<file path="src/rtl/cnt_pkg.sv">
package cnt_pkg;
  localparam int CNT_W   = 4;
  localparam int MODE_W  = 2;

  typedef logic [CNT_W-1:0] cnt_t;

  typedef enum logic [MODE_W-1:0] {
    MODE_HOLD = 2'd0,
    MODE_INC  = 2'd1,
    MODE_LOAD = 2'd2,
    MODE_CLR  = 2'd3
  } cnt_mode_e;

  localparam cnt_t CNT_MAX = {CNT_W{1'b1}};
endpackage

</file>
<file path="src/rtl/cnt_mode_dec.sv">
module cnt_mode_dec
  import cnt_pkg::*;
(
  input  logic      rst_n,
  input  logic      load_n,
  input  logic      en_par,
  input  logic      en_trk,
  output cnt_mode_e mode
);
  logic cnt_en;

  assign cnt_en = en_par & en_trk;

  // Fixed priority: clear, load, increment, hold.
  always_comb begin
    if (!rst_n)       mode = MODE_CLR;
    else if (!load_n) mode = MODE_LOAD;
    else if (cnt_en)  mode = MODE_INC;
    else              mode = MODE_HOLD;
  end
endmodule

</file>
<file path="src/rtl/cnt_next.sv">
module cnt_next
  import cnt_pkg::*;
(
  input  cnt_mode_e mode,
  input  cnt_t      q_cur,
  input  cnt_t      din,
  output cnt_t      q_nxt,
  output logic      upd
);
  always_comb begin
    q_nxt = q_cur;
    upd   = 1'b1;
    unique case (mode)
      MODE_CLR:  q_nxt = '0;
      MODE_LOAD: q_nxt = din;
      MODE_INC:  q_nxt = q_cur + cnt_t'(1);
      default: begin
        q_nxt = q_cur;
        upd   = 1'b0;
      end
    endcase
  end
endmodule

</file>
<file path="src/rtl/cnt_state_reg.sv">
module cnt_state_reg
  import cnt_pkg::*;
#(
  parameter bit ASYNC_RESET = 1'b1
) (
  input  logic clk,
  input  logic rst_n,
  input  logic upd,
  input  cnt_t d,
  output cnt_t q
);
  generate
    if (ASYNC_RESET) begin : g_async_clr
      always_ff @(posedge clk or negedge rst_n) begin
        if (!rst_n)   q <= '0;
        else if (upd) q <= d;
      end
    end else begin : g_sync_clr
      always_ff @(posedge clk) begin
        if (!rst_n)   q <= '0;
        else if (upd) q <= d;
      end
    end
  endgenerate
endmodule

</file>
<file path="src/rtl/cnt_term_dec.sv">
module cnt_term_dec
  import cnt_pkg::*;
(
  input  cnt_t q,
  input  logic en_trk,
  output logic tc
);
  assign tc = en_trk & (q == CNT_MAX);
endmodule

</file>
<file path="src/rtl/sync_bin_counter.sv">
module sync_bin_counter
  import cnt_pkg::*;
#(
  parameter bit ASYNC_RESET = 1'b1
) (
  input  logic                       clk,
  input  logic                       rst_n,
  input  logic                       load_n,
  input  logic [cnt_pkg::CNT_W-1:0]  din,
  input  logic                       en_par,
  input  logic                       en_trk,
  output logic [cnt_pkg::CNT_W-1:0]  q,
  output logic                       tc
);
  cnt_mode_e mode;
  cnt_t      q_nxt;
  cnt_t      q_reg;
  logic      upd;

  cnt_mode_dec u_mode (
    .rst_n  (rst_n),
    .load_n (load_n),
    .en_par (en_par),
    .en_trk (en_trk),
    .mode   (mode)
  );

  cnt_next u_next (
    .mode  (mode),
    .q_cur (q_reg),
    .din   (din),
    .q_nxt (q_nxt),
    .upd   (upd)
  );

  cnt_state_reg #(.ASYNC_RESET(ASYNC_RESET)) u_reg (
    .clk   (clk),
    .rst_n (rst_n),
    .upd   (upd),
    .d     (q_nxt),
    .q     (q_reg)
  );

  cnt_term_dec u_tc (
    .q      (q_reg),
    .en_trk (en_trk),
    .tc     (tc)
  );

  assign q = q_reg;
endmodule

</file>
<file path="config.mk">
export PLATFORM = sky130hd
export DESIGN_NAME = sync_bin_counter
export DESIGN_NICKNAME = d
export VERILOG_FILES = /design/src/rtl/cnt_pkg.sv /design/src/rtl/cnt_mode_dec.sv /design/src/rtl/cnt_next.sv /design/src/rtl/cnt_state_reg.sv /design/src/rtl/cnt_term_dec.sv /design/src/rtl/sync_bin_counter.sv
export SDC_FILE = /design/constraint.sdc
export NUM_CORES = 1
export LEC_CHECK = 0
export CAP_MARGIN = 20
export CELL_PAD_IN_SITES_DETAIL_PLACEMENT = 0
export CELL_PAD_IN_SITES_GLOBAL_PLACEMENT = 2
export CORE_MARGIN = 2
export CORE_UTILIZATION = 17
export CTS_CLUSTER_SIZE = 14
export DETAILED_ROUTE_END_ITERATION = 6
export PLACE_DENSITY = 0.79
export REMOVE_ABC_BUFFERS = 1
export SETUP_SLACK_MARGIN = 0.1
export SYNTH_ARGS = -nofsm -noshare
export SYNTH_HDL_FRONTEND = slang
export SYNTH_SLANG_ARGS = --single-unit
</file>
<file path="constraint.sdc">
create_clock -name clk -period 1.4 [get_ports clk]
set_input_delay 0.14 -clock clk [delete_from_list [all_inputs] [get_ports clk]]
set_output_delay 0.14 -clock clk [all_outputs]
set_load 0.03 [all_outputs]
</file>
==> metrics.md, run 1 <==
| Metric | Value |
|---|---|
| GPL Wtd Cong | 0.735 |
| Final Cell Area | around 420 sq um |
| Most instantiated library cell after synthesis | dfrtp_1 |
| All-Layer GR Usage | 9.79% |
| Critical path type | reg2out |
| DRC Markers | 0 |
| Worst EP required | about 1.3 ns |
| CP Max Fanout | 2 |
| Max-cap violation count | 0 |
| Global routing met3 resource utilization | roughly 3.3% |
| Die area | between 0.0015 and 0.002 sq mm |
| Max FFs per register | 4 |
| GR Overflow Total | 0 |
| CORE AREA | approximately 0.0013 sq mm |
| Clock-pin slew on the worst setup and hold paths | 0.04 ns |
| First-pass GRT wire length | 966 um |
| Total number of vias | 248 |
| Drt total wl | 640 um |
| Post-synth top cells | dfrtp_1, nand3_1, o21ai_0, nor2_1, xor2_1 |
| Final nets | 55 |
| Port Buf Inserts | 13 |
| Worst VDD drop | ~240 uV |
| Via/cell ratio | 4.28 |
| Detailed Place HPWL | 483 um |
| Relative slew margins | roughly four fifths |
| Critical R2R Launch | u_reg.q[0] |
| Post-Place Cell Area | 379 sq um |
| CP Data Arrival Time | about 1.1 ns |
| Slowest-stage cell, CP | dfrtp_1 |
| Pre-antenna DRT Iters | 2 |
| Pwr per Cell Area | a little under 900 mW/mm^2 |
| Worst-skew pair later-pin latency | around 0.23 ns |
| Share of layout cells above drive strength 1 | about a quarter |
| Ant. Diodes | 0 |
| CTS root buf | clkbuf_4 |
| Pre-CTS WS | 0.0212 ns |
| Synthesized cell area | ~230 sq um |
| Final Power | between 300 and 400 uW |
| Most Crowded Layer GR | met2 |
| Register bit total from synthesis | 4 |
| IO Count | 14 |
| Leakage | ~0.19 nW |
| Worst setup SP type | flip-flop |
| Setup WS post-layout | 0.139 ns |
| Cells after Synth | 24 |
| Met2 GRT Util | roughly an eighth |
| Final period util | about 90% |
| Count of pins over their slew limit | 0 |
| Row cnt | 13 |
| Total Neg Setup Slack | 0 ns |
| Initial antenna violation count | 0 |
| Reg-to-reg slack, setup | about 0.26 ns |
| Fillcell total | between 100 and 150 |
| Num Clock Sinks | 4 |
| Worst Path Buf+Inv | 1 |
| Horiz. Die Dim | 40.4 um |
| TritonCTS Buffers | 3 |
| Distinct cells, synth | 15 |
| Ys async rst share | 100% |
| Largest net degree at the start of global routing | 9 |
| GR Layer Usage met1 | between 10 and 15% |
| Fmax | around 790 MHz |
| Final hold vios | 0 |
| Count of final setup violators | 0 |
| Fin Clk Skew | 0.000243 ns |
| Largest cells by area after synthesis | dfrtp_1, xor2_1, nand3_1 |
| Fin util | about 33% |
| Critical Path Max Stage Delay | roughly 0.38 ns |
| Worst min-delay path class | in2async |
| Top_reg_cell synth | dfrtp_1 |
| Synth top area share | between 40% and 50% |
| Drt wl/cell | between 10 and 15 um |
| H-tree depth | 1 |
| Cell-by-cell trace of the critical path | ha_2 > and4_2 > buf_6 |
| DRT iter0 DRCs | 1 |
| RSZ-0062 raised after global routing | false |
| Delay-heaviest family, CP | flip-flops |
| TritonCTS clock tree | built |
| Die height | slightly above 40 um |
| ANT nets after route | 0 |
| Area leader, netlist | dfrtp_1 |
| Avg Inst Size Synth | about 9.4 sq um |
| Worst Tran Pin Value | about 0.30 ns |
| Setup crit end kind | primary output |
| Worst R2R End | u_reg.q[1] |
| Yosys warns | 0 |
| Post-synth EDFFs | 0 |
| Sequential cell area fraction in the yosys report | 44.4% |
| Bufs on Longest Clock Path | 2 |
| Synth-to-Final Area Change | 85.6% |
| Vias in the first global route | between 200 and 300 |
| Tmin final | 1.26 ns |
| Status | finished, final reports clean |
| Initial Utilization | roughly 18% |
| Reg2Reg Depth | 3 |
| CTS Hold Bufs | 0 |
routing by layer:
| metal | vias to the layer above | part of all wire (%) |
|---|---|---|
| li1 | 127 | - |
| met1 | 107 | 46 |
| met2 | 14 | 39 |
| met3 | 0 | 15 |
| met4 | 0 | 0 |
| met5 | - | 0 |
where the power goes:
group	switching (mW)	internal [mW]	leakage, nW	total [mW]
clock	0.0475	0.0959	0.0138	0.143
combinational	0.0461	0.0454	0.122	0.0915
sequential	0.00719	0.125	0.0518	0.132
worst max path at each step:
stage	from	end	slack (ns)	cells past startpoint
floorplan	u_reg.q[0]	u_reg.q[1]	0.20	3
global placement	en_par	u_reg.q[3]	0.07	4
detailed placement	en_par	u_reg.q[3]	0.02	4
CTS	u_reg.q[0]	tc	0.11	3
global route	u_reg.q[0]	tc	0.10	3
finish	u_reg.q[1]	tc	0.14	3
cell type report:
| type | instances | area [sq um] | share of cell area, % |
|---|---|---|---|
| sequential | 4 | 100 | 24.0 |
| timing repair buffer | 16 | 149 | 35.6 |
| tap | 15 | 18.8 | 4.49 |
| clock buffer | 3 | 22.5 | 5.39 |
| multi-input combinational | 19 | 124 | 29.6 |
| inverter | 1 | 3.75 | 0.898 |
worst reg2reg max path: stages, from the launching register on:
cell	delay, ns
dfrtp_1	0.39
ha_2	0.32
nand3_1	0.07
a311oi_1	0.26
per-stage QoR:
step / hold slack, ns / cells
floorplan: -0.156 / 24
global placement: 0.397 / 53
detailed placement: 0.409 / 53
CTS: 0.153 / 58
global route: 0.171 / 58
finish: 0.158 / 58
kinds of logic (layout without fill, tap and decap cells):
family	Yosys count	count (layout)	share of synthesized area, %
adders and majority gates	1	1	5.55
xor gates and xnor gates	2	2	7.78
buffers and inverters	1	20	1.67
AOI/OAI and AO/OA	7	7	18.9
DFF	4	4	44.4
and+or+nand+nor	9	9	21.7
layout by cell type, fill, tap and decap left out, drive strengths merged, types with 2 or more instances in the layout:
master and n:
clkdlybuf4s50 8, buf 4, clkbuf 3, o21ai 3
dfrtp 4, xor2 2, nand3 3, dlygate4sd2 4
nand2 2, nor2 2
repair_timing:
action | CTS | global route
resized for setup | 6 | 0
gates cloned | 0 | 0
setup buffers | 2 | 0
pin swaps | 0 | 1
setup endpoints to repair | 5 | 1
No activity file was read; power rests on OpenSTA's default activity.
==> run 2: changes to the inputs <==
--- a/config.mk
+++ b/config.mk
@@ -12,6 +12,7 @@
 export CORE_UTILIZATION = 17
 export CTS_CLUSTER_SIZE = 14
 export DETAILED_ROUTE_END_ITERATION = 6
+export GPL_TIMING_DRIVEN = 1
 export PLACE_DENSITY = 0.79
 export REMOVE_ABC_BUFFERS = 1
 export SETUP_SLACK_MARGIN = 0.1
==> results of run 2 <==
No change in the layout: final DEF, timing and power equal those of run 1.
